File: src/rtl/hybrid_bridge_pwm.sv
module hybrid_bridge_pwm #(
  parameter int CNT_W = 12,
  parameter int DT_W  = 6
) (
  input  logic             clk,
  input  logic             rst_n,
  input  logic             en,
  input  logic             pol_valid,
  input  logic             pol_pos,
  input  logic             zc_near,
  input  logic             slope_neg,
  input  logic [CNT_W-1:0] period_i,
  input  logic [CNT_W-1:0] duty_i,
  input  logic [CNT_W-1:0] step_i,
  input  logic [DT_W-1:0]  dead_i,
  output logic             hf_hi_o,
  output logic             hf_lo_o,
  output logic             lf_hi_o,
  output logic             lf_lo_o
);
  typedef enum logic [2:0] {S_IDLE, S_POS, S_FALL, S_NEG, S_RISE} pat_t;

  localparam logic [CNT_W-1:0] MIN_PER = CNT_W'(2);
  localparam logic [CNT_W-1:0] ONE     = CNT_W'(1);

  pat_t             pat, pat_n;
  logic [CNT_W-1:0] cnt, per_q, duty_q, duty_n;
  logic [CNT_W-1:0] per_new, step_eff, loop_sat, ramp_sat;
  logic [CNT_W:0]   ramp_sum;
  logic             wrap, ramping, run;
  logic             cmd, prev, blank;
  logic [DT_W-1:0]  dtc;

  assign per_new  = (period_i < MIN_PER) ? MIN_PER : period_i;
  assign step_eff = (step_i == '0) ? ONE : step_i;
  assign loop_sat = (duty_i > per_new) ? per_new : duty_i;
  assign ramp_sum = {1'b0, duty_q} + {1'b0, step_eff};
  assign ramp_sat = (ramp_sum > {1'b0, per_new}) ? per_new : ramp_sum[CNT_W-1:0];
  assign wrap     = (cnt == per_q - ONE);
  assign ramping  = (pat == S_FALL) || (pat == S_RISE);
  assign run      = (pat != S_IDLE);

  always_comb begin
    pat_n  = pat;
    duty_n = loop_sat;
    case (pat)
      S_IDLE: begin
        if (pol_valid) pat_n = pol_pos ? S_POS : S_NEG;
        else           duty_n = '0;
      end
      S_POS: if (zc_near && slope_neg) begin
        pat_n  = S_FALL;
        duty_n = '0;
      end
      S_NEG: if (zc_near && !slope_neg) begin
        pat_n  = S_RISE;
        duty_n = '0;
      end
      S_FALL, S_RISE: begin
        if (duty_q >= per_new) pat_n = (pat == S_FALL) ? S_NEG : S_POS;
        else                   duty_n = ramp_sat;
      end
      default: begin
        pat_n  = S_IDLE;
        duty_n = '0;
      end
    endcase
  end

  always_ff @(posedge clk or negedge rst_n) begin
    if (!rst_n) begin
      pat    <= S_IDLE;
      cnt    <= '0;
      per_q  <= MIN_PER;
      duty_q <= '0;
    end else if (!en) begin
      pat    <= S_IDLE;
      cnt    <= '0;
      per_q  <= per_new;
      duty_q <= '0;
    end else if (wrap) begin
      pat    <= pat_n;
      cnt    <= '0;
      per_q  <= per_new;
      duty_q <= duty_n;
    end else begin
      cnt    <= cnt + ONE;
    end
  end

  assign cmd   = run && ((pat == S_RISE) ? (cnt >= duty_q) : (cnt < duty_q));
  assign blank = (cmd != prev) || (dtc != '0);

  always_ff @(posedge clk or negedge rst_n) begin
    if (!rst_n) begin
      prev <= 1'b0;
      dtc  <= '0;
    end else begin
      prev <= cmd;
      if (cmd != prev)    dtc <= (dead_i > DT_W'(1)) ? dead_i - DT_W'(1) : '0;
      else if (dtc != '0) dtc <= dtc - DT_W'(1);
    end
  end

  assign hf_hi_o = run && cmd && !blank;
  assign hf_lo_o = run && !cmd && !blank;
  assign lf_hi_o = (pat == S_NEG);
  assign lf_lo_o = (pat == S_POS);


  off_when_disabled_chk: assert property (@(posedge clk) disable iff (!rst_n)
    !en |=> !(hf_hi_o || hf_lo_o || lf_hi_o || lf_lo_o));

  idle_wait_chk: assert property (@(posedge clk) disable iff (!rst_n)
    (en && pat == S_IDLE && !pol_valid) |=> (pat == S_IDLE));

  wrap_only_chk: assert property (@(posedge clk) disable iff (!rst_n)
    (en && !wrap) |=> ($stable(pat) && $stable(duty_q)));

  ramp_rise_chk: assert property (@(posedge clk) disable iff (!rst_n)
    (ramping && $past(ramping)) |-> (duty_q >= $past(duty_q)));

  hf_hi_gap_chk: assert property (@(posedge clk) disable iff (!rst_n)
    $rose(hf_hi_o) |-> !$past(hf_lo_o));

  hf_lo_gap_chk: assert property (@(posedge clk) disable iff (!rst_n)
    $rose(hf_lo_o) |-> !$past(hf_hi_o));

  lf_hi_gap_chk: assert property (@(posedge clk) disable iff (!rst_n)
    $rose(lf_hi_o) |-> !$past(lf_lo_o));

  lf_lo_gap_chk: assert property (@(posedge clk) disable iff (!rst_n)
    $rose(lf_lo_o) |-> !$past(lf_hi_o));
endmodule

File: config.mk
export PLATFORM = sky130hd
export DESIGN_NAME = hybrid_bridge_pwm
export DESIGN_NICKNAME = d
export VERILOG_FILES = /design/src/rtl/hybrid_bridge_pwm.sv
export SDC_FILE = /design/constraint.sdc
export NUM_CORES = 1
export LEC_CHECK = 0
export BUFFER_PORTS_ARGS = -buffer_cell sky130_fd_sc_hd__buf_2
export CAP_MARGIN = 25
export CELL_PAD_IN_SITES_DETAIL_PLACEMENT = 1
export CELL_PAD_IN_SITES_GLOBAL_PLACEMENT = 1
export CORE_ASPECT_RATIO = 1.4
export CORE_MARGIN = 2
export CORE_UTILIZATION = 35
export CTS_BUF_LIST = sky130_fd_sc_hd__clkbuf_2 sky130_fd_sc_hd__clkbuf_4 sky130_fd_sc_hd__clkbuf_8
export DETAILED_ROUTE_END_ITERATION = 10
export PLACE_DENSITY = 0.8
export SYNTH_ARGS = -nofsm -noshare
export SYNTH_HDL_FRONTEND = slang
export SYNTH_SLANG_ARGS = --single-unit
File: constraint.sdc
create_clock -name clk -period 3.7 [get_ports clk]
set_input_delay 0.185 -clock clk [delete_from_list [all_inputs] [get_ports clk]]
set_output_delay 0.185 -clock clk [all_outputs]
set_load 0.01 [all_outputs]
==> results.yml <==
sta:
  clock_skew_ns: 0.0179
  final_max_slew_viol_count: 0
  fin_crit_sh: 1.11
  tightestPinTransition_ns: 0.708
  rsz0062_at_grt: "true"
  setup_violations: 12
  slew-limit-headroom: 0.524
  final_hold_viol_count: 0
  setup_slack_ns: -0.399
  finalCriticalPeriod_ns: 4.10
  fmax_ghz: 0.244
  hold_ws_ns: 0.165
synthesis:
  seq_area_frac_synth: 0.243
  synth_common_cells: "ha_1 (65), nor2_1 (50), dfrtp_1 (45)"
  synth_top_area_cell: "dfrtp_1"
  yosysMostFrequentCell: "ha_1"
  syn_area_sq_mm: 0.00474
  synth_edf_count: 0
  synth_fp_nets: 673
  synthTopCellsByArea: "dfrtp_1 (24%), ha_1 (17%), xnor2_1 (5.0%)"
  synth_top_cell_area_share: 0.238
  synth_seq_cells: 46
  ys_warn_count: 0
  synthDistinctLibCells: 64
  yosys_most_used_dff: "dfrtp_1"
  syn_inst: 558
  async_flop_share: 1.00
  avgSynthCellArea_sq_um: 8.49
worst_setup_path:
  setup.worst_path.end_class: "flop"
  worstSetupPathType: "reg -> reg"
  critPathMaxFanout: 5
  crit_required_ns: 3.91
  startpoint_type: "flop"
  critical_path_arrival_ns: 4.31
route:
  vias: 4668
  wl_per_cell_microns: 19.1
  routed_via_density: 5.62
  routed_wirelength_mm: 15.9
  drtIter0Drc: 130
  route.detailed.drc: 0
  first_pass_iters: 4
  drtAntennaViolNets: 0
global_routing:
  grt_usage: 0.231
  grt_max_degree: 47
  antenna_found_initial: 0
  grt_pass1_vias: 5184
  grt_overflow: 0
  grt_pass1_wl_mm: 25.9
clock_tree:
  cts.sinks: 46
  cts_htree_levels: 2
  cts-root-buf: "clkbuf_8"
  clkTransAtPathRegs_ns: 0.10
  cts_buffer_depth: 2
  cts_tree: "done"
  clk_latency_ns: 0.32
  cts_buffers: 5
power:
  leakage_uw: 0.00272
  power.switching_uw: 522
  swShare: 0.337
  p_int_uw: 1030
  p_comb_frac: 0.345
  powerDensity_mw_per_mm2: 270
  seqPwrFrac: 0.394
  pwr-share-clk: 0.260
  irDropWorstVdd_uv: 152
  fin_total_pwr_uw: 1550
die:
  initial_utilization: 0.356
  rows: 50
  die_x_microns: 102
  io_pins: 53
  die_y_microns: 142
  core_sq_mm: 0.0133
  die_area_sq_mm: 0.0145
cells_and_area:
  fin_nets: 763
  synthToLayoutAreaGrowth_pct: 21.2
  final_cells: 831
  diodes: 0
  final_area_sq_mm: 0.00574
  drive_above_1_share: 0.243
placement:
  portBuffers: 52
  placedCellCount: 818
  dp_slack_ns: -0.776
  gp_congestion: 0.904
  placed_cell_area_sq_mm: 0.00551
  dp_hpwl_mm: 13.1
status:
  violations: "negative setup slack"
  status: "complete, but fails checks"
worst_hold_path:
  hp-class: "in -> reg"
flow_run:
  cap_violations: 0
-- per-layer routing --
metal	vias up	GRT usage	part of all wire
li1	2205	-	-
met1	2307	0.232	0.35
met2	103	0.441	0.56
met3	53	0.0207	0.019
met4	0	0.146	0.070
met5	-	0	0
-- sequential cells by signal, indices dropped and copies added (netlist names) --
register	cells
dtc	6
pat	3
prev	1
cnt	12
duty_q	12
per_q	12
-- final timing paths --
check	start	to	slack, ns	depth (start not counted)
max	duty_q[0]	duty_q[6]	-0.40	18
min	en	pat[2]	0.16	2
max reg2reg	duty_q[0]	duty_q[6]	-0.40	18
min reg2reg	per_q[1]	per_q[1]	0.56	2
max in group asynchronous	rst_n	cnt[5]	2.76	3
min in group asynchronous	rst_n	duty_q[10]	0.50	3
-- cells by family after synthesis --
| logic type | share of synthesized area |
|---|---|
| AO/OA/AOI/OAI | 0.199 |
| XOR/XNOR | 0.0774 |
| adder cells (fa/ha/maj) | 0.176 |
| buffers and inverters | 0.0512 |
| flip-flops | 0.243 |
| multiplexers | 0.0586 |
| AND/OR/NAND/NOR | 0.195 |
-- final cells by class --
| class | instances | area (sq um) |
|---|---|---|
| Clock buffer | 7 | 83.8 |
| Clock inverter | 1 | 30.0 |
| Fill cell | 1623 | 7580 |
| Inverter | 41 | 154 |
| Multi-Input combinational cell | 452 | 3450 |
| Sequential cell | 46 | 1150 |
| Tap cell | 182 | 228 |
| Timing Repair Buffer | 102 | 642 |
-- what timing repair did --
| action | 4_1_cts | 5_1_grt |
|---|---|---|
| buffers inserted | 4 | 1 |
| resized for setup | 18 | 4 |
| pin swaps | 21 | 7 |
| endpoints found under the hold margin | 42 | 0 |
| gates cloned | 0 | 0 |
| hold buffers | 1 | 0 |
| setup endpoints to repair | 12 | 12 |
-- power groups by stage --
stage          registers, uW  clock network [uW]  logic (uW)
6_report                 610                 403         535
5_1_grt                  620                 432         589
4_1_cts                  611                 411         537
3_5_place_dp             620                   0         513
3_3_place_gp             612                   0         470
2_1_floorplan            602                   0         339
-- stage by stage --
step	setup TNS, ns	utilization
6_report	-3.64	0.431
5_1_grt	-5.84	0.431
4_1_cts	-5.08	0.430
3_5_place_dp	-7.42	0.413
3_3_place_gp	-4.67	0.413
2_1_floorplan	-0.471	-
-- critical path, cell delays in order, from the launching register on --
cell	delay [ns]
dfrtp_1	0.44
ha_4	0.19
fa_2	0.35
a211oi_2	0.24
o21ai_2	0.10
a211o_1	0.30
a31o_2	0.26
a21oi_4	0.14
xnor2_2	0.14
ha_1	0.27
a21o_1	0.19
a21oi_2	0.16
o211ai_1	0.12
o21ai_1	0.14
o211ai_1	0.19
buf_4	0.21
mux2_2	0.29
a22oi_2	0.15
o21ai_1	0.10
-- layout by cell type, fill, tap and decap left out, types with 5 or more instances in the layout --
| master | count |
|---|---|
| dfrtp_1 | 45 |
| and3_1 | 5 |
| clkbuf_8 | 5 |
| buf_4 | 48 |
| o211ai_1 | 6 |
| nor3b_1 | 5 |
| nand3_1 | 16 |
| nor3_1 | 12 |
| nor4_1 | 6 |
| a21oi_1 | 25 |
| xnor2_1 | 26 |
| a21o_1 | 15 |
| nor2b_1 | 7 |
| o21a_1 | 6 |
| buf_2 | 52 |
| ha_1 | 64 |
| nand4_1 | 11 |
| nand2_1 | 37 |
| mux2i_1 | 12 |
| o21ai_0 | 24 |
| o21ai_1 | 6 |
| inv_1 | 41 |
| nand2b_1 | 5 |
| xor2_1 | 13 |
| nor2_1 | 46 |
| mux2_2 | 14 |
| and2_1 | 5 |
Power figures use the tool's default switching activity.
